--- src/rtl/irqc_pkg.sv ---
package irqc_pkg;
  typedef enum logic [1:0] {
    IRQC_LEVEL  = 2'd0,
    IRQC_EDGE   = 2'd1,
    IRQC_LEGACY = 2'd2
  } irqc_mode_e;

  localparam logic SEL_MASK = 1'b0;
  localparam logic SEL_PEND = 1'b1;
endpackage

--- src/rtl/irqc_sync.sv ---
module irqc_sync #(
  parameter int WIDTH  = 32,
  parameter int STAGES = 2
) (
  input  logic             clk,
  input  logic             rst_n,
  input  logic [WIDTH-1:0] async_i,
  output logic [WIDTH-1:0] sync_o,
  output logic [WIDTH-1:0] rise_o
);
  localparam int LAST = STAGES - 1;

  logic [WIDTH-1:0] chain_q [STAGES];
  logic [WIDTH-1:0] prev_q;

  genvar g;
  generate
    for (g = 0; g < STAGES; g++) begin : g_stage
      always_ff @(posedge clk or negedge rst_n) begin
        if (!rst_n) chain_q[g] <= '0;
        else if (g == 0) chain_q[g] <= async_i;
        else chain_q[g] <= chain_q[(g == 0) ? 0 : g-1];
      end
    end
  endgenerate

  always_ff @(posedge clk or negedge rst_n) begin
    if (!rst_n) prev_q <= '0;
    else prev_q <= chain_q[LAST];
  end

  assign sync_o = chain_q[LAST];
  assign rise_o = chain_q[LAST] & ~prev_q;

  // a rise can only be reported where the previous sample was low
  assert_rise_prev_low_R4: assert property (@(posedge clk) disable iff (!rst_n)
    (rise_o & $past(chain_q[LAST])) == '0);
endmodule

--- src/rtl/irqc_pending.sv ---
module irqc_pending
  import irqc_pkg::*;
#(
  parameter int         WIDTH = 32,
  parameter irqc_mode_e MODE  = IRQC_EDGE
) (
  input  logic             clk,
  input  logic             rst_n,
  input  logic [WIDTH-1:0] level_i,
  input  logic [WIDTH-1:0] rise_i,
  input  logic             clr_wr_i,
  input  logic [WIDTH-1:0] clr_data_i,
  output logic [WIDTH-1:0] pend_o
);
  generate
    if (MODE == IRQC_LEVEL) begin : g_level
      assign pend_o = level_i;
    end else begin : g_sticky
      logic [WIDTH-1:0] set_v;
      logic [WIDTH-1:0] clr_v;
      logic [WIDTH-1:0] pend_q;

      if (MODE == IRQC_EDGE) begin : g_edge
        assign set_v = rise_i;
        assign clr_v = clr_wr_i ? clr_data_i : '0;
      end else begin : g_legacy
        assign set_v = level_i;
        assign clr_v = clr_wr_i ? ~clr_data_i : '0;
      end

      always_ff @(posedge clk or negedge rst_n) begin
        if (!rst_n) pend_q <= '0;
        else pend_q <= (pend_q & ~clr_v) | set_v;
      end
      assign pend_o = pend_q;

      assert_set_wins_R7: assert property (@(posedge clk) disable iff (!rst_n)
        (set_v != '0) |=> ((pend_q & $past(set_v)) == $past(set_v)));

      assert_clear_R4_R6: assert property (@(posedge clk) disable iff (!rst_n)
        clr_wr_i |=> ((pend_q & $past(clr_v & ~set_v)) == '0));

      assert_hold_R8: assert property (@(posedge clk) disable iff (!rst_n)
        !clr_wr_i |=> ((pend_q & $past(pend_q)) == $past(pend_q)));
    end
  endgenerate
endmodule

--- src/rtl/irqc_top.sv ---
module irqc_top
  import irqc_pkg::*;
#(
  parameter int         N_LINES     = 32,
  parameter int         SYNC_STAGES = 2,
  parameter irqc_mode_e MODE        = IRQC_EDGE
) (
  input  logic               clk,
  input  logic               rst_n,
  input  logic [N_LINES-1:0] irq_lines,
  input  logic               cfg_wr,
  input  logic               cfg_sel,
  input  logic [N_LINES-1:0] cfg_wdata,
  output logic [N_LINES-1:0] cfg_rdata,
  output logic               irq_o
);
  logic [N_LINES-1:0] sync_v;
  logic [N_LINES-1:0] rise_v;
  logic [N_LINES-1:0] pend_v;
  logic [N_LINES-1:0] mask_q;
  logic               irq_q;

  irqc_sync #(.WIDTH(N_LINES), .STAGES(SYNC_STAGES)) u_sync (
    .clk     (clk),
    .rst_n   (rst_n),
    .async_i (irq_lines),
    .sync_o  (sync_v),
    .rise_o  (rise_v)
  );

  irqc_pending #(.WIDTH(N_LINES), .MODE(MODE)) u_pend (
    .clk        (clk),
    .rst_n      (rst_n),
    .level_i    (sync_v),
    .rise_i     (rise_v),
    .clr_wr_i   (cfg_wr && (cfg_sel == SEL_PEND)),
    .clr_data_i (cfg_wdata),
    .pend_o     (pend_v)
  );

  always_ff @(posedge clk or negedge rst_n) begin
    if (!rst_n) mask_q <= '0;
    else if (cfg_wr && (cfg_sel == SEL_MASK)) mask_q <= cfg_wdata;
  end

  always_ff @(posedge clk or negedge rst_n) begin
    if (!rst_n) irq_q <= 1'b0;
    else irq_q <= |(pend_v & mask_q);
  end

  assign cfg_rdata = (cfg_sel == SEL_PEND) ? pend_v : mask_q;
  assign irq_o     = irq_q;

  assert_irq_needs_mask_R9: assert property (@(posedge clk) disable iff (!rst_n)
    irq_o |-> $past(|mask_q));

  assert_mask_write_R2: assert property (@(posedge clk) disable iff (!rst_n)
    (cfg_wr && cfg_sel == SEL_MASK) |=> (cfg_sel != SEL_MASK || cfg_rdata == $past(cfg_wdata)));
endmodule

--- config.mk ---
export PLATFORM = sky130hd
export DESIGN_NAME = irqc_top
export DESIGN_NICKNAME = d
export VERILOG_FILES = /design/src/rtl/irqc_pkg.sv /design/src/rtl/irqc_sync.sv /design/src/rtl/irqc_pending.sv /design/src/rtl/irqc_top.sv
export SDC_FILE = /design/constraint.sdc
export NUM_CORES = 1
export LEC_CHECK = 0
export BUFFER_PORTS_ARGS = -buffer_cell sky130_fd_sc_hd__buf_2
export CORE_UTILIZATION = 50
export DETAILED_ROUTE_END_ITERATION = 10
export PLACE_DENSITY = 0.85
export SYNTH_ARGS = -nofsm -noshare
export SYNTH_HDL_FRONTEND = slang
export SYNTH_SLANG_ARGS = --single-unit
--- constraint.sdc ---
create_clock -name clk -period 3.1 [get_ports clk]
set_clock_uncertainty 0.1 [all_clocks]
set_input_delay 0.155 -clock clk [delete_from_list [all_inputs] [get_ports clk]]
set_output_delay 0.155 -clock clk [all_outputs]
set_load 0.02 [all_outputs]
==> metrics.txt <==
status=complete, no violations; Post-DRT Antenna Nets=0; Yosys top cell area share=0.713; Tot GR Track Use=0.226; H-Tree Depth=4; Syn Inst Count=356; Final Setup Violations=0; Tcrit/Tclk final=0.582; vias per cell=5.08; Std-Cell Core Area=10,900 um2; Ys Warns=0; minimum setup slack after placement=1130 ps; Overall Power=5.28 mW; min Tclk post-route=1810 ps; Worst Path Max Fanout=3; Crit Path Class=reg -> reg; CTS tree=done; post-route cell area=7570 um2; DR iter-0 viols=137; die area=11,700 um2; Ant. Diodes=0; post-synth top area cell=dfrtp_1; GRT overflow=0; Final WS setup=1290 ps; Final nets=601; Critical Path RT=3280 ps; P_leak=3.66 nW; WL/cell=17.1 um; Rel. slew slack=0.549; Worst-Margin Slew=676 ps; DIE WIDTH=108 um; Worst Setup Start Kind=flip-flop; Seq/Total Area, Yosys=0.713; Rows=38; vias=3,479; CP arrival=1990 ps; Peak Freq=554 MHz; first-pass GRT wire length=19.1 mm; synth top area cells=dfrtp_1 71%, mux2_4 8.0%, mux2_2 6.8%; CTS Buf Count=17; Hold Crit Class=in -> async; initial antenna violation count=0; max-cap violations=0; # IOs=101; Clock transition at path regs=60 ps; Clk Latency, worst-skew pair=420 ps; Worst Setup End Kind=flip-flop; Hold Fails Final Rpt=0; Mapped Area=5650 um2; HPWL Detailed=7.00 mm; Bufs on Longest Clock Path=2; drc violations=0; routability cong.=0.758; final setup TNS=0 ps; TritonRoute pass-1 iters=4; port bufs=100; ratio of cells with drive above 1 in the final layout=0.367; Peak VDD IR=0.000483 V; Syn Nets=424; #FFs+latches synth=161; synth unique cells=14; largest net degree at the start of global routing=78; Synth Area per Inst=15.9 um2; total wire length=11.7 mm; die height=108 um; Pwr per Cell Area=697 nW/um2; Initial Utilization=0.517; CTS root buffer=clkbuf_16; vias in the first global route=3,838; Reg2Reg Depth=3; placed instance area=6270 um2; area grow syn2layout=33.8%; CTS sink cnt=161; Slew Limit Fails=0; unrepaired setup endpoints after global routing=false
## layer usage
| metal | track usage | share of wire | vias up |
|---|---|---|---|
| met5 | 0 | 0 | - |
| met4 | 0.106 | 0.029 | 0 |
| met3 | 0.0699 | 0.046 | 34 |
| met2 | 0.360 | 0.50 | 94 |
| met1 | 0.285 | 0.43 | 1774 |
| li1 | - | - | 1577 |
## flip-flops by register name, indices dropped and copies added (netlist names)
name and count:
u_sync.chain_q 32, mask_q 32, irq_o 1, u_sync.prev_q 32
u_sync.sync_o 32, u_pend.pend_o 32
## where the power goes
group	internal (mW)	switching [mW]	total (mW)
sequential	2.28	0.118	2.39
combinational	0.333	0.300	0.634
clock	1.46	0.788	2.25
total	4.07	1.21	5.28
## path summary, 6_finish.rpt
kind | from | endpoint | slack (ps)
worst max-delay path | mask_q[23] | irq_o | 1290
worst min-delay path | rst_n | u_sync.prev_q[10] | 200
worst max register to register | mask_q[23] | irq_o | 1290
worst min register to register | u_sync.chain_q[33] | u_sync.sync_o[1] | 240
max in group asynchronous | rst_n | u_pend.pend_o[6] | 1790
min in group clk | u_sync.chain_q[33] | u_sync.sync_o[1] | 240
## metrics by stage
step	hold WS, ps	utilization	cells
after global placement	110	0.574	589
final	203	0.692	685
after floorplan	-241	-	356
after detailed placement	115	0.574	589
after global routing	252	0.692	685
after CTS	232	0.692	685
## cells by family after synthesis
logic type | synth area share
buffers and inverters | 0.0387
flip-flops | 0.713
multiplexers | 0.147
AO/OA/AOI/OAI | 0.0708
AND/OR/NAND/NOR | 0.0305
## critical path, cell delays in order (launching register included)
cell	delay, ps
dfrtp_1	400
a22oi_1	290
nand4_1	260
or4_1	610
## cell usage after synthesis
| cell type | count |
|---|---|
| dfrtp_1 | 161 |
| mux2_2 | 34 |
| a22o_1 | 32 |
| inv_1 | 32 |
| nand2_1 | 32 |
| mux2_4 | 30 |
| a22oi_1 | 16 |
| buf_6 | 5 |
| buf_2 | 4 |
| nand4_1 | 4 |
| buf_4 | 3 |
| and2_1 | 1 |
| nand2b_4 | 1 |
| or4_1 | 1 |
## placed cells by master (no fill, tap or decap)
cell type and n:
clkbuf_8 2, bufinv_16 5, a22oi_1 16, buf_4 5, and2_1 1, nand4_1 4, dfrtp_1 161, nand2b_4 1
a22o_1 32, clkbuf_16 17, clkinvlp_4 2, buf_2 99, clkinv_2 4, mux2_2 34, mux2_4 30, inv_1 32
buf_6 1, nand2_1 32, dlygate4sd3_1 65, clkbuf_1 1, or4_1 1
## layout make-up
class,count,area (um2)
clock buffers,20,457
clock inverters,11,185
inverters,32,120
well taps,140,175
fillers,718,3370
repair buffers,170,1190
multi-input cells,151,1410
flip-flops and latches,161,4030
## timing repair
item | CTS | global route
hold endpoints to repair | 170 | 0
buffers inserted | 0 | 0
gates resized for setup | 0 | 0
hold buffers | 65 | 0
Power figures use the tool's default switching activity.
